## src/rtl/pwm_tmr_pkg.sv

```systemverilog
`timescale 1ns/1ps
package pwm_tmr_pkg;
   typedef enum logic [1:0] {
      ADDR_PERIOD = 2'd0,
      ADDR_WIDTH  = 2'd1,
      ADDR_STATUS = 2'd2
   } pwm_addr_e;
endpackage

```

## src/rtl/pwm_shadow.sv

```systemverilog
`timescale 1ns/1ps
// Shadow buffers written from the register bus, plus the interrupt clear strobe.
module pwm_shadow
   import pwm_tmr_pkg::*;
#(
   parameter int CW = 32
) (
   input  logic          clk,
   input  logic          rst_n,
   input  logic          wr_en,
   input  logic [1:0]    wr_addr,
   input  logic [CW-1:0] wr_data,
   output logic [CW-1:0] per_buf,
   output logic [CW-1:0] wid_buf,
   output logic          irq_clr
);
   always_ff @(posedge clk or negedge rst_n) begin
      if (!rst_n) begin
         per_buf <= '0;
         wid_buf <= '0;
      end else if (wr_en) begin
         if (wr_addr == ADDR_PERIOD) per_buf <= wr_data;
         if (wr_addr == ADDR_WIDTH)  wid_buf <= wr_data;
      end
   end

   assign irq_clr = wr_en && (wr_addr == ADDR_STATUS) && wr_data[0];
endmodule

```

## src/rtl/pwm_seq.sv

```systemverilog
`timescale 1ns/1ps
// Period sequencer: counter, working copies, mirror phase, graceful stop.
module pwm_seq #(
   parameter int CW         = 32,
   parameter bit HAS_TOGGLE = 1'b1
) (
   input  logic          clk,
   input  logic          rst_n,
   input  logic          enable,
   input  logic          toggle_en,
   input  logic [CW-1:0] per_buf,
   input  logic [CW-1:0] wid_buf,
   output logic          run,
   output logic [CW-1:0] cnt,
   output logic          phase,
   output logic [CW-1:0] per_act,
   output logic [CW-1:0] wid_act,
   output logic          wrap
);
   logic [CW:0] cnt_inc;
   logic        phase_nxt;

   assign cnt_inc = {1'b0, cnt} + {{CW{1'b0}}, 1'b1};
   assign wrap    = run && (cnt_inc >= {1'b0, per_act});

   generate
      if (HAS_TOGGLE) begin : g_tog
         assign phase_nxt = toggle_en & ~phase;
      end else begin : g_notog
         assign phase_nxt = toggle_en & 1'b0;
      end
   endgenerate

   always_ff @(posedge clk or negedge rst_n) begin
      if (!rst_n) begin
         run     <= 1'b0;
         cnt     <= '0;
         phase   <= 1'b0;
         per_act <= '0;
         wid_act <= '0;
      end else if (!run) begin
         if (enable) begin
            run     <= 1'b1;
            cnt     <= '0;
            phase   <= 1'b0;
            per_act <= per_buf;
            wid_act <= wid_buf;
         end
      end else if (wrap) begin
         cnt <= '0;
         if (enable) begin
            per_act <= per_buf;
            wid_act <= wid_buf;
            phase   <= phase_nxt;
         end else begin
            run   <= 1'b0;
            phase <= 1'b0;
         end
      end else begin
         cnt <= cnt + 1'b1;
      end
   end
endmodule

```

## src/rtl/pwm_wave.sv

```systemverilog
`timescale 1ns/1ps
// Compare logic, configuration check, polarity and registered pin.
module pwm_wave #(
   parameter int CW = 32
) (
   input  logic          clk,
   input  logic          rst_n,
   input  logic          run,
   input  logic [CW-1:0] cnt,
   input  logic          phase,
   input  logic [CW-1:0] per_act,
   input  logic [CW-1:0] wid_act,
   input  logic          pulse_hi,
   output logic          pwm_out,
   output logic          cfg_err
);
   logic [CW-1:0] mirror_start;
   logic          in_pulse;
   logic          drive_act;

   assign cfg_err      = run && ((wid_act == '0) || (wid_act >= per_act));
   assign mirror_start = per_act - wid_act;
   assign in_pulse     = phase ? (cnt >= mirror_start) : (cnt < wid_act);
   assign drive_act    = run && !cfg_err && in_pulse;

   always_ff @(posedge clk or negedge rst_n) begin
      if (!rst_n) pwm_out <= 1'b0;
      else        pwm_out <= drive_act ? pulse_hi : ~pulse_hi;
   end
endmodule

```

## src/rtl/pwm_timer.sv

```systemverilog
`timescale 1ns/1ps
module pwm_timer #(
   parameter int CW         = 32,
   parameter bit HAS_TOGGLE = 1'b1
) (
   input  logic          clk,
   input  logic          rst_n,
   input  logic          wr_en,
   input  logic [1:0]    wr_addr,
   input  logic [CW-1:0] wr_data,
   input  logic          enable,
   input  logic          pulse_hi,
   input  logic          toggle_en,
   input  logic          irq_en,
   output logic          pwm_out,
   output logic          running,
   output logic          irq,
   output logic          cfg_err
);
   localparam int MIN_CW = 4;
   localparam int MAX_CW = 64;

   initial begin
      if (CW < MIN_CW || CW > MAX_CW) $fatal(1, "pwm_timer: CW out of range");
   end

   logic [CW-1:0] per_buf, wid_buf, per_act, wid_act, cnt;
   logic          irq_clr, run, phase, wrap, irq_q;

   pwm_shadow #(.CW(CW)) u_shadow (
      .clk(clk), .rst_n(rst_n), .wr_en(wr_en), .wr_addr(wr_addr),
      .wr_data(wr_data), .per_buf(per_buf), .wid_buf(wid_buf),
      .irq_clr(irq_clr)
   );

   pwm_seq #(.CW(CW), .HAS_TOGGLE(HAS_TOGGLE)) u_seq (
      .clk(clk), .rst_n(rst_n), .enable(enable), .toggle_en(toggle_en),
      .per_buf(per_buf), .wid_buf(wid_buf), .run(run), .cnt(cnt),
      .phase(phase), .per_act(per_act), .wid_act(wid_act), .wrap(wrap)
   );

   pwm_wave #(.CW(CW)) u_wave (
      .clk(clk), .rst_n(rst_n), .run(run), .cnt(cnt), .phase(phase),
      .per_act(per_act), .wid_act(wid_act), .pulse_hi(pulse_hi),
      .pwm_out(pwm_out), .cfg_err(cfg_err)
   );

   always_ff @(posedge clk or negedge rst_n) begin
      if (!rst_n) irq_q <= 1'b0;
      else        irq_q <= (wrap & irq_en) | (irq_q & ~irq_clr);
   end

   assign irq     = irq_q;
   assign running = run;
endmodule

```

## config.mk

```make
export PLATFORM = sky130hd
export DESIGN_NAME = pwm_timer
export DESIGN_NICKNAME = d
export VERILOG_FILES = /design/src/rtl/pwm_tmr_pkg.sv /design/src/rtl/pwm_shadow.sv /design/src/rtl/pwm_seq.sv /design/src/rtl/pwm_wave.sv /design/src/rtl/pwm_timer.sv
export SDC_FILE = /design/constraint.sdc
export NUM_CORES = 1
export LEC_CHECK = 0
export BUFFER_PORTS_ARGS = -buffer_cell sky130_fd_sc_hd__buf_2
export CAP_MARGIN = 30
export CELL_PAD_IN_SITES_DETAIL_PLACEMENT = 1
export CELL_PAD_IN_SITES_GLOBAL_PLACEMENT = 2
export CORE_MARGIN = 5
export CORE_UTILIZATION = 42
export DETAILED_ROUTE_END_ITERATION = 10
export GPL_TIMING_DRIVEN = 0
export MAX_ROUTING_LAYER = met4
export PLACE_DENSITY_LB_ADDON = 0.08
export SETUP_SLACK_MARGIN = 0.02
export SYNTH_ARGS = -nofsm -noshare
export SYNTH_HDL_FRONTEND = slang
export SYNTH_SLANG_ARGS = --single-unit
```

## constraint.sdc

```tcl
create_clock -name clk -period 6.1 [get_ports clk]
set_clock_uncertainty 0.2 [all_clocks]
set_input_delay 0.61 -clock clk [delete_from_list [all_inputs] [get_ports clk]]
set_output_delay 0.61 -clock clk [all_outputs]
set_load 0.1 [all_outputs]
```

==> reports/metrics.cfg <==
[pwr]
ir_drop_v = 0.000250
powerDensity_mw_per_mm2 = 539
p_leak_uw = 0.00606
power_uw = 6760

[finish]
drive_above_1_share_pct = 20.4
final_cell_mix = dfrtp_1, ha_1, inv_1, mux2_2, mux2_4
final_util_pct = 47.1
n_antenna_cell = 0
fillers = 2909
layout.nets = 1290
syn_to_final_growth_pct = 11.4
final_common_cell = dfrtp_1

[floorplan]
die_y_um = 174
die_area_mm2 = 0.0302
core_area_mm2 = 0.0267
start_util_pct = 42.3
die_x_um = 174
fp-row-count = 60
io-pin-count = 45

[setup_path]
end_kind = register
cp_cell_sequence = nand3_1, nor4_1, and4_1, clkbuf_1, and3_1, nand3_1, xnor2_1, ha_1, nand3_1, nor4_1, o41ai_2, nand2_1, o21ai_4, buf_6, mux2_4
r2r-end = u_seq.per_act[14]
crit_fanout = 10
r2r_cells = 15
slowest_stage = nor4_1
path_common_cell = nand3_1
cp.arrival_ns = 5.58
crit_type = reg -> reg
max_stage_delay_ns = 0.84
critPathLaunchType = register
critPathRequiredTime_ns = 6.20
worstReg2RegStart = u_seq.cnt[5]
r2r_slack_ns = 0.62

[logic_synthesis]
synthesis.area_mm2 = 0.0113
synth.area.top_cells = dfrtp_1, ha_1, mux2_4
synthesis.nets = 1225
ys.flop_type = dfrtp_1
synth_top_cell_by_area = dfrtp_1
syn_avg_cell_area_um2 = 10.7
async_reset_ff_share_pct = 100
synth_top_cell_area_share_pct = 36.4
yosysSeqAreaShare_pct = 36.4
ys_types = 64
synthCells = 1055
ys_warn_count = 0
synth-seq-cells = 164
synth-edff-count = 0

[sta]
finalSetupViolations = 0
post-route-min-period_ns = 5.48
hold_violations = 0
setup_ws_ns = 0.618
worst_hold_slack_ns = 0.165
worstMarginPinSlew_ns = 1.11
drv_slew = 0
rsz0062_at_grt = false
setup_tns_ns = 0
period_share_pct = 89.9
slew_headroom_pct = 24.2
max_freq_mhz = 182

[clock_network]
cts.clk_slew.worst_paths_ns = 0.07
ctsLongestPathBuffers = 2
htreeDepth = 4
clock_sinks = 164
cts_resized = 0
cts_tree = done
root_buffer = clkbuf_16
clk_latency_ns = 0.43
numCtsBuffers = 17

[drt]
ant_nets = 0
dr.pass1.iters = 5
routedWlPerCell_um = 22.6
wl_mm = 33.3
drt-initial-drc-count = 395
vias = 8483
drcViolationCount = 0
avgViaCountPerCell = 5.76

[job]
drv_cap = 0

[placed_design]
port_buffers = 44
dpl_worst_slack_ns = 0.661
dpl.hpwl_mm = 26.6
place.gp.congestion = 0.876

[outcome]
status = finished clean

[worst_hold_path]
hold_end = u_wave.pwm_out
whs_path_depth = 2
hold_class = in -> reg
min_from = pulse_hi

[grt]
grt_pass1_wl_mm = 51.9
grt_max_degree = 98
overflow = 0
grt_pass1_vias = 8845
antenna_found_initial = 0
grt_usage_pct = 22.6

stage by stage:
| stage | instance area (um2) | cells |
|---|---|---|
| finish | 12600 | 1474 |
| global route | 12600 | 1474 |
| CTS | 12600 | 1474 |
| detailed placement | 12000 | 1441 |
| global placement | 11900 | 1440 |
| floorplan | 11300 | 1055 |
layout make-up:
cell class	instances	area (um2)	area share (%)
Timing Repair Buffer	46	268	2.13
Clock buffer	18	429	3.42
Buffer	31	170	1.36
Inverter	84	315	2.51
Clock inverter	14	163	1.30
Multi-Input combinational cell	776	6680	53.2
Sequential cell	164	4100	32.7
Tap cell	341	427	3.40
sequential cells by signal, indices dropped and copies added (netlist names):
register / cells
u_seq.wid_act: 32
u_seq.phase: 1
u_seq.cnt: 32
u_wave.pwm_out: 1
u_shadow.wid_buf: 32
u_seq.per_act: 32
u_seq.run: 1
irq: 1
u_shadow.per_buf: 32
worst max path at each step:
stage | from | endpoint | slack [ns]
6_report | u_seq.cnt[5] | u_seq.per_act[14] | 0.62
3_3_place_gp | u_seq.cnt[5] | u_seq.cnt[2] | 0.67
5_1_grt | u_seq.cnt[5] | u_seq.cnt[8] | 0.24
3_5_place_dp | u_seq.cnt[5] | u_seq.per_act[4] | 0.66
4_1_cts | u_seq.cnt[5] | u_seq.per_act[14] | 0.63
2_1_floorplan | u_seq.cnt[0] | u_seq.per_act[0] | 1.62
per-layer routing:
metal	wire, um	global-route usage (%)
met5	0	-
met1	17300	33.1
met4	321	3.89
met2	14800	34.0
met3	893	2.97
Yosys cell counts (16+ instances only):
| library cell | number |
|---|---|
| o21ai_0 | 28 |
| ha_1 | 128 |
| xor2_1 | 25 |
| inv_1 | 84 |
| clkbuf_1 | 19 |
| nor3_1 | 18 |
| nor2_1 | 32 |
| nand4_1 | 32 |
| nor4_1 | 16 |
| mux2_4 | 60 |
| a21oi_1 | 58 |
| a21o_1 | 20 |
| mux2_2 | 69 |
| nand2_1 | 41 |
| a32o_1 | 19 |
| nand3_1 | 31 |
| xnor2_1 | 31 |
| dfrtp_1 | 164 |
kinds of logic after synthesis:
| group | synth area share [%] |
|---|---|
| and+or+nand+nor | 11.5 |
| adders and majority gates | 14.4 |
| xor gates and xnor gates | 4.35 |
| AOI/OAI and AO/OA | 13.1 |
| muxes | 15.9 |
| buffers and inverters | 4.31 |
| DFF | 36.4 |
report_power, final:
group	internal, uW	switching (uW)	total [uW]
clock	586	508	1090
combinational	1670	2200	3870
sequential	1390	412	1800
what timing repair did:
item                      CTS  global route
hold endpoints to repair   67             0
setup buffers               0             0
hold buffers                1             0
critical path, delay by kind of cell, from the launching register on:
kind / cells / cell delay (ns)
AOI/OAI and AO/OA: 2 / 0.44
xor gates and xnor gates: 1 / 0.17
adders and majority gates: 1 / 0.30
buffers and inverters: 2 / 0.50
DFF: 1 / 0.56
muxes: 1 / 0.30
and+or+nand+nor: 8 / 2.86
No activity file was read; power rests on OpenSTA's default activity.
